--- config.mk ---
export PLATFORM = sky130hd
export DESIGN_NAME = usb_hs_suspend_detect
export DESIGN_NICKNAME = d
export VERILOG_FILES = /design/src/rtl/usb_sr_pkg.sv /design/src/rtl/usb_sr_line_decode.sv /design/src/rtl/usb_sr_us_timer.sv /design/src/rtl/usb_sr_fsm.sv /design/src/rtl/usb_hs_suspend_detect.sv
export SDC_FILE = /design/constraint.sdc
export NUM_CORES = 1
export LEC_CHECK = 0
export BUFFER_PORTS_ARGS = -buffer_cell sky130_fd_sc_hd__clkbuf_2
export CAP_MARGIN = 25
export CELL_PAD_IN_SITES_DETAIL_PLACEMENT = 0
export CELL_PAD_IN_SITES_GLOBAL_PLACEMENT = 1
export CORE_ASPECT_RATIO = 2
export CORE_UTILIZATION = 44
export DETAILED_ROUTE_END_ITERATION = 6
export GPL_ROUTABILITY_DRIVEN = 0
export HOLD_SLACK_MARGIN = 0.02
export PLACE_DENSITY_LB_ADDON = 0.1
export SLEW_MARGIN = 20
export SYNTH_ARGS = -nofsm -noshare
export SYNTH_HDL_FRONTEND = slang
export SYNTH_HIERARCHICAL = 1
export SYNTH_SLANG_ARGS = --single-unit
--- constraint.sdc ---
create_clock -name clk -period 2.69 [get_ports clk]
set_clock_uncertainty 0.15 [all_clocks]
set_input_delay 0.6725 -clock clk [delete_from_list [all_inputs] [get_ports clk]]
set_output_delay 0.6725 -clock clk [all_outputs]
set_load 0.03 [all_outputs]
--- src/rtl/usb_sr_pkg.sv ---
package usb_sr_pkg;

  typedef enum logic [1:0] {
    LS_SE0 = 2'b00,
    LS_J   = 2'b01,
    LS_K   = 2'b10,
    LS_SE1 = 2'b11
  } line_e;

  typedef enum logic [1:0] {
    ST_HS_IDLE = 2'd0,
    ST_HS_WAIT = 2'd1,
    ST_FS_WAIT = 2'd2,
    ST_SUSP    = 2'd3
  } det_st_e;

endpackage

--- src/rtl/usb_sr_line_decode.sv ---
module usb_sr_line_decode
  import usb_sr_pkg::*;
(
  input  logic [1:0] line_state,
  output logic       is_se0,
  output logic       is_j,
  output logic       is_kish
);

  always_comb begin
    is_se0  = 1'b0;
    is_j    = 1'b0;
    is_kish = 1'b0;
    case (line_e'(line_state))
      LS_SE0:  is_se0  = 1'b1;
      LS_J:    is_j    = 1'b1;
      default: is_kish = 1'b1;
    endcase
  end

endmodule

--- src/rtl/usb_sr_us_timer.sv ---
module usb_sr_us_timer #(
  parameter int CYC_PER_US = 60,
  parameter int MAX_US     = 10000,
  localparam int UW        = $clog2(MAX_US + 1)
) (
  input  logic          clk,
  input  logic          rst,
  input  logic          clr,
  input  logic          run,
  output logic [UW-1:0] us_q,
  output logic [UW-1:0] us_d
);

  localparam logic [UW-1:0] MAX_Q = UW'(MAX_US);

  logic tick;

  generate
    if (CYC_PER_US == 1) begin : g_no_pre
      assign tick = 1'b1;
    end else begin : g_pre
      localparam int PW = $clog2(CYC_PER_US);
      localparam logic [PW-1:0] PRE_LAST = PW'(CYC_PER_US - 1);
      logic [PW-1:0] pre_q;

      assign tick = (pre_q == PRE_LAST);

      always_ff @(posedge clk) begin
        if (rst || clr) begin
          pre_q <= '0;
        end else if (run) begin
          pre_q <= tick ? '0 : pre_q + 1'b1;
        end
      end
    end
  endgenerate

  always_comb begin
    us_d = us_q;
    if (clr) begin
      us_d = '0;
    end else if (run && tick && (us_q < MAX_Q)) begin
      us_d = us_q + 1'b1;
    end
  end

  always_ff @(posedge clk) begin
    if (rst) us_q <= '0;
    else     us_q <= us_d;
  end

  assert_timer_saturates_R9: assert property (@(posedge clk) disable iff (rst)
    us_q <= MAX_Q);

  assert_timer_no_backstep_R9: assert property (@(posedge clk) disable iff (rst)
    (!clr && run) |=> (us_q >= $past(us_q)));

endmodule

--- src/rtl/usb_sr_fsm.sv ---
module usb_sr_fsm
  import usb_sr_pkg::*;
#(
  parameter int T1_US       = 3000,
  parameter int SAMPLE_US   = 110,
  parameter int WAKE_US     = 5000,
  parameter int DEADLINE_US = 10000,
  parameter int UW          = 14
) (
  input  logic          clk,
  input  logic          rst,
  input  logic          is_se0,
  input  logic          is_j,
  input  logic          is_kish,
  input  logic          eop,
  input  logic [UW-1:0] us_q,
  input  logic [UW-1:0] us_d,
  output logic          tmr_clr,
  output logic          tmr_run,
  output logic          xcvr_select,
  output logic          term_select,
  output logic          suspend_n,
  output logic          wake_en,
  output logic          reset_seen,
  output logic          deadline
);

  localparam logic [UW-1:0] T1_Q   = UW'(T1_US);
  localparam logic [UW-1:0] SAMP_Q = UW'(T1_US + SAMPLE_US);
  localparam logic [UW-1:0] WAKE_Q = UW'(WAKE_US);
  localparam logic [UW-1:0] DL_Q   = UW'(DEADLINE_US);

  det_st_e st_q, st_d;
  logic    pulse_d;

  assign tmr_run = (st_q != ST_HS_IDLE);
  assign tmr_clr = eop && (st_q != ST_SUSP);

  always_comb begin
    st_d    = st_q;
    pulse_d = 1'b0;
    case (st_q)
      ST_HS_IDLE: if (eop) st_d = ST_HS_WAIT;
      ST_HS_WAIT: begin
        if (eop)              st_d = ST_HS_WAIT;
        else if (!is_se0)     st_d = ST_HS_IDLE;
        else if (us_q >= T1_Q) st_d = ST_FS_WAIT;
      end
      ST_FS_WAIT: begin
        if (eop) begin
          st_d = ST_HS_WAIT;
        end else if (us_q >= SAMP_Q) begin
          if (is_j) begin
            st_d = ST_SUSP;
          end else begin
            st_d    = ST_HS_IDLE;
            pulse_d = is_se0;
          end
        end
      end
      default: begin
        if (is_kish) begin
          st_d = ST_HS_IDLE;
        end else if (is_se0) begin
          st_d    = ST_HS_IDLE;
          pulse_d = 1'b1;
        end
      end
    endcase
  end

  always_ff @(posedge clk) begin
    if (rst) begin
      st_q        <= ST_HS_IDLE;
      xcvr_select <= 1'b0;
      term_select <= 1'b0;
      suspend_n   <= 1'b1;
      wake_en     <= 1'b0;
      deadline    <= 1'b0;
      reset_seen  <= 1'b0;
    end else begin
      st_q        <= st_d;
      xcvr_select <= (st_d == ST_FS_WAIT) || (st_d == ST_SUSP);
      term_select <= (st_d == ST_FS_WAIT) || (st_d == ST_SUSP);
      suspend_n   <= (st_d != ST_SUSP);
      wake_en     <= (st_d == ST_SUSP) && (us_d >= WAKE_Q);
      deadline    <= (st_d == ST_SUSP) && (us_d >= DL_Q);
      reset_seen  <= pulse_d;
    end
  end

  assert_fs_entry_on_se0_R2: assert property (@(posedge clk) disable iff (rst)
    $rose(xcvr_select) |-> ($past(is_se0) && ($past(us_q) >= T1_Q)));

  assert_cancel_to_idle_R3: assert property (@(posedge clk) disable iff (rst)
    (st_q == ST_HS_WAIT && !eop && !is_se0) |=> (!xcvr_select && suspend_n));

  assert_susp_in_fs_R5: assert property (@(posedge clk) disable iff (rst)
    !suspend_n |-> (xcvr_select && term_select));

  assert_pulse_single_R6: assert property (@(posedge clk) disable iff (rst)
    reset_seen |=> !reset_seen);

  assert_pulse_back_to_hs_R6: assert property (@(posedge clk) disable iff (rst)
    reset_seen |-> (!xcvr_select && !term_select && suspend_n));

  assert_wake_only_suspended_R8: assert property (@(posedge clk) disable iff (rst)
    wake_en |-> !suspend_n);

  assert_deadline_after_wake_R9: assert property (@(posedge clk) disable iff (rst)
    deadline |-> wake_en);

  assert_resume_exit_R10: assert property (@(posedge clk) disable iff (rst)
    (st_q == ST_SUSP && is_kish) |=> (suspend_n && !wake_en && !deadline && !reset_seen));

endmodule

--- src/rtl/usb_hs_suspend_detect.sv ---
module usb_hs_suspend_detect #(
  parameter int CYC_PER_US  = 60,
  parameter int T1_US       = 3000,
  parameter int SAMPLE_US   = 110,
  parameter int WAKE_US     = 5000,
  parameter int DEADLINE_US = 10000
) (
  input  logic       clk,
  input  logic       rst,
  input  logic [1:0] line_state,
  input  logic       eop,
  output logic       xcvr_select,
  output logic       term_select,
  output logic       suspend_n,
  output logic       wake_en,
  output logic       reset_seen,
  output logic       deadline
);

  localparam int UW = $clog2(DEADLINE_US + 1);

  logic          is_se0, is_j, is_kish;
  logic          tmr_clr, tmr_run;
  logic [UW-1:0] us_q, us_d;

  usb_sr_line_decode u_dec (
    .line_state (line_state),
    .is_se0     (is_se0),
    .is_j       (is_j),
    .is_kish    (is_kish)
  );

  usb_sr_us_timer #(
    .CYC_PER_US (CYC_PER_US),
    .MAX_US     (DEADLINE_US)
  ) u_tmr (
    .clk  (clk),
    .rst  (rst),
    .clr  (tmr_clr),
    .run  (tmr_run),
    .us_q (us_q),
    .us_d (us_d)
  );

  usb_sr_fsm #(
    .T1_US       (T1_US),
    .SAMPLE_US   (SAMPLE_US),
    .WAKE_US     (WAKE_US),
    .DEADLINE_US (DEADLINE_US),
    .UW          (UW)
  ) u_fsm (
    .clk         (clk),
    .rst         (rst),
    .is_se0      (is_se0),
    .is_j        (is_j),
    .is_kish     (is_kish),
    .eop         (eop),
    .us_q        (us_q),
    .us_d        (us_d),
    .tmr_clr     (tmr_clr),
    .tmr_run     (tmr_run),
    .xcvr_select (xcvr_select),
    .term_select (term_select),
    .suspend_n   (suspend_n),
    .wake_en     (wake_en),
    .reset_seen  (reset_seen),
    .deadline    (deadline)
  );

  assert_selects_paired_R2: assert property (@(posedge clk) disable iff (rst)
    xcvr_select == term_select);

endmodule

=== After elaboration in Yosys (flattened, before gate mapping) ===
Index checks and enable logic that the tools add are counted.
W data, S select, Z words.

* Word-level logic and storage cells: 56
* Input bits: 5
* Register bits: 27

* Equal/unequal tests: 8
* Magnitude comparators: 5
* Reductions and logical operators: 12
* Multiplexer cells: 21
* Add/sub/neg operators: 2

{| class="wikitable"
|+ Operator list
! kind !! number
|-
| $ge A14 B12 Y1 const B || 2
|-
| $mux W14 || 2
|-
| $mux W2 || 9
|-
| $add A14 B1 Y14 const B || 1
|-
| $ge A14 B13 Y1 const B || 1
|-
| $ge A14 B14 Y1 const B || 1
|-
| $lt A14 B14 Y1 const B || 1
|-
| $mux W1 || 7
|-
| $add A6 B1 Y6 const B || 1
|-
| $eq A2 B2 Y1 const B || 3
|-
| $eq A6 B6 Y1 const B || 1
|-
| $mux W6 || 1
|-
| $pmux W2 S3 || 1
|-
| $logic_and A1 B1 Y1 || 5
|-
| $eq A2 B1 Y1 const B || 2
|-
| $logic_not A2 Y1 || 2
|-
| $ne A2 B2 Y1 const B || 2
|-
| $reduce_or A2 Y1 || 2
|-
| $logic_or A1 B1 Y1 || 2
|-
| $pmux W1 S2 || 1
|-
| $reduce_bool A2 Y1 || 1
|}

=== Depth between registers and ports, before layout ===
* Word-level depth: 8
* Depth in mapped cells: 11
* Mapped depth without buffers: 9

=== Cells and area by module ===
Netlist, hierarchy kept.

{| class="wikitable"
|+ By module, submodules not included
! module !! instances !! cells each !! area each (µm²) !! sequential area each (µm²)
|-
| usb_sr_us_timer || 1 || 132 || 1086.0 || 400.4
|-
| usb_sr_fsm || 1 || 50 || 407.9 || 120.1
|-
| usb_sr_line_decode || 1 || 3 || 13.8 || 0.0
|}

=== Least setup slack after synthesis ===
Ideal clock, no wire load.

* Path kind: register -> register
* From: reg u_fsm.st_q[1]
* To: reg u_fsm.deadline
* Buffers on the path: 2
* Required time: 2.416 ns
* Data arrival time: 2.187 ns
* Path slack: 0.229 ns
* Clock period less this slack: 2.461 ns
* Stages on the path, launching flop included: 12
* Cell sequence: dfxtp_1 or2_2 and2_1 clkbuf_2 o2111ai_2 buf_6 o21ai_0 a21oi_1 nor4_1 nor2_1 o31ai_1 nor2_1

* Cells in the longest elaborated chain, start to end: 7

{| class="wikitable"
|+ RTL lines
! item !! RTL line !! RTL
|-
| from (decl) || usb_sr_fsm.sv:33 || <nowiki>det_st_e st_q, st_d;</nowiki>
|-
| from (signal assigned) || usb_sr_fsm.sv:82 || <nowiki>st_q <= st_d;</nowiki>
|-
| $reduce_bool A2 Y1 || usb_sr_fsm.sv:36 || <nowiki>assign tmr_run = (st_q != ST_HS_IDLE);</nowiki>
|-
| named net tmr_run || usb_hs_suspend_detect.sv:23 || <nowiki>logic tmr_clr, tmr_run;</nowiki>
|-
| $logic_and A1 B1 Y1 (2 in series) || usb_sr_us_timer.sv:42 || <nowiki>end else if (run && tick && (us_q < MAX_Q)) begin</nowiki>
|-
| $mux W14 || usb_sr_us_timer.sv:42 ||
|-
| $mux W14 || usb_sr_us_timer.sv:40 || <nowiki>if (clr) begin</nowiki>
|-
| named net us_d[7] || usb_hs_suspend_detect.sv:24 || <nowiki>logic [UW-1:0] us_q, us_d;</nowiki>
|-
| $ge A14 B14 Y1 || usb_sr_fsm.sv:87 || <nowiki>deadline <= (st_d == ST_SUSP) && (us_d >= DL_Q);</nowiki>
|-
| $logic_and A1 B1 Y1 || usb_sr_fsm.sv:87 ||
|-
| to (signal assigned) || usb_sr_fsm.sv:87 ||
|-
| to (decl) || usb_sr_fsm.sv:25 || <nowiki>output logic deadline</nowiki>
|}

The timed path passes the listed nets, and every way through them passes these cells.
A chain may end at the register's enable or synchronous reset.

=== Worst setup path after layout ===
* From: reg u_fsm.st_q[0]
* To: reg u_fsm.wake_en

* Cells in the longest elaborated chain, start to end: 7

{| class="wikitable"
|+ RTL lines
! item !! RTL line !! RTL
|-
| $reduce_bool A2 Y1 || usb_sr_fsm.sv:36 ||
|-
| named net tmr_run || usb_hs_suspend_detect.sv:23 ||
|-
| $logic_and A1 B1 Y1 (2 in series) || usb_sr_us_timer.sv:42 ||
|-
| $mux W14 || usb_sr_us_timer.sv:42 ||
|-
| $mux W14 || usb_sr_us_timer.sv:40 ||
|-
| named net us_d[9] || usb_hs_suspend_detect.sv:24 ||
|-
| $ge A14 B13 Y1 || usb_sr_fsm.sv:86 || <nowiki>wake_en <= (st_d == ST_SUSP) && (us_d >= WAKE_Q);</nowiki>
|-
| $logic_and A1 B1 Y1 || usb_sr_fsm.sv:86 ||
|-
| to (signal assigned) || usb_sr_fsm.sv:86 ||
|-
| to (decl) || usb_sr_fsm.sv:23 || <nowiki>output logic wake_en,</nowiki>
|}

The timed path passes the listed nets, and every way through them passes these cells.

==> metrics.yaml <==
grt:
  grt_max_degree: 17
  track_usage: 0.2303
  grt_pass1_wl_um: 6541
  antenna_found_initial: 0
  grt_pass1_vias: 1429
  overflow: 0
run:
  drv_cap: 0
cts:
  cts_setup_buffers: 0
  htreeDepth: 1
  clock_latency_ns: 0.27
  cts_root_buf: "clkbuf_8"
  cts_tree: "built"
  cts_made_buffers: 3
  cts_sinks: 26
  path_clk_slew_ns: 0.09
  cts_buffer_depth: 2
timing:
  rsz0062_at_grt: "no"
  max_slew_margin: 0.6503
  hold_violations: 0
  fin_hold_ws_ns: 0.3615
  worst_pin_slew_ns: 0.5245
  fin_ws_ns: 0.1834
  setup_viol: 0
  clock.fmax_mhz: 398.9
  maxSlewViolCount: 0
  finalCriticalPeriod_ns: 2.507
  timing.final.crit_share: 0.9318
  final.setup.tns_ns: 0
finish:
  stdcell_count: 223
  final_common_cell: "dfxtp_1"
  nets: 200
  drive_above_1_share: 0.1510
  area_growth_pct: 10.46
  most-common-layout-cells: "dfxtp_1 (26), a21oi_1 (23), nor2_1 (19)"
  fillers: 331
  antenna_cells: 0
detailed_routing:
  viasPerCell: 6.489
  route.detailed.drc: 0
  dr.pass1.iters: 4
  drt_iter0_markers: 58
  wl_um: 3828
  avgRoutedWirePerCell_um: 17.17
  vias: 1447
  ant_nets: 0
floorplanning:
  core_sq_um: 3193
  fp.dieH_um: 84.44
  start_util: 0.4683
  rows: 29
  io_pins: 11
  die_area_sq_um: 3650
  die_x_um: 43.22
pwr:
  p_per_area_nw_per_um2: 446.2
  finalPower_mw: 0.7369
  vdd_drop_max_mv: 0.2856
  power_leakage_nw: 0.5920
placed_design:
  preCtsSetupSlack_ns: 0.1387
  port-buffer-count: 10
  placed_cells: 219
  dpl.hpwl_um: 2897
outcome:
  status: "completed"
setup_path:
  worstSetupPathType: "flip-flop to flip-flop"
  cp.arrival_ns: 2.57
  required_ns: 2.75
  cp-end-kind: "flip-flop"
  r2r_start: "u_fsm/st_q[0]$_SDFF_PP0_"
  cp-start-kind: "flip-flop"
  cp_max_fo: 8
  path_cells: "or2_2 > and2_2 > nand4_2 > or4_1 > a21oi_1 > nand3_1 > o21ai_0 > a21oi_1 > nor2_1"
  crit_family: "simple AND/OR/NAND/NOR gates"
  cp_common_cell: "a21oi_1"
  critPathMaxStageDelay_ns: 0.52
  cp-startpoint: "u_fsm/st_q[0]$_SDFF_PP0_"
  path_buf_inv: 0
  cpMaxStageDelayCell: "or4_1"
hold_path:
  hp-class: "flip-flop to flip-flop"
  hold_start: "u_tmr/g_pre.pre_q[1]$_SDFFE_PP0P_"
synthesis:
  yosys_warnings: 6
  synth.net_count: 189
  synth_cells: 182
  avgSynthCellArea_sq_um: 8.215
  synth.cell_area_sq_um: 1495
[tightest hold or removal path: cells and delay by family (launching register included)]
family | cells | cell delay (ns)
compound gates | 1 | 0.06
simple gates | 1 | 0.07
flops | 1 | 0.34
[power breakdown]
part | internal (mW) | switching (mW)
clock | 0.199 | 0.122
combinational | 0.00886 | 0.0179
sequential | 0.386 | 0.00241
total | 0.594 | 0.143
[through the flow]
stage | cell area [sq um] | utilization
2_1_floorplan | 1495 | -
3_3_place_gp | 1559 | 0.4882
3_5_place_dp | 1559 | 0.4882
4_1_cts | 1630 | 0.5106
5_1_grt | 1652 | 0.5172
6_report | 1652 | 0.5172
[final cells by class]
type	count	area [sq um]	area share
multi-input cells	143	918.4	0.5561
clock buffers	3	41.29	0.02500
repair buffers	15	87.58	0.05303
flip-flops and latches	26	520.5	0.3152
inverters	4	15.01	0.009091
well taps	31	38.79	0.02348
clock inverters	1	30.03	0.01818
[path summary, 6_finish.rpt]
path                                                           to  slack (ns)  depth (start not counted)
worst min register to register  u_tmr/g_pre.pre_q[1]$_SDFFE_PP0P_        0.36                          2
worst max register to register           u_fsm/wake_en$_SDFF_PP0_        0.18                          9
worst max-delay path                     u_fsm/wake_en$_SDFF_PP0_        0.18                          9
worst min-delay path            u_tmr/g_pre.pre_q[1]$_SDFFE_PP0P_        0.36                          2
[metal layers]
metal | vias up | track usage | wire (um)
li1 | 702 | - | -
met5 | - | 0 | 0
met1 | 688 | 0.2470 | 1434
met2 | 42 | 0.4152 | 2097
met4 | 0 | 0.1240 | 182
met3 | 15 | 0.02581 | 114
[state kept, by name, summed over array words and instances (netlist names)]
register           cells
u_fsm/st_q             2
u_fsm/suspend_n        1
u_tmr/g_pre.pre_q      6
u_fsm/reset_seen       1
u_fsm/deadline         1
u_tmr/us_q            14
u_fsm/wake_en          1
[repair_timing]
item / 4_1_cts / 5_1_grt
resized for setup: 0 / 5
setup endpoints to repair: 0 / 2
hold buffers: 0 / 0
Power figures use the tool's default switching activity.
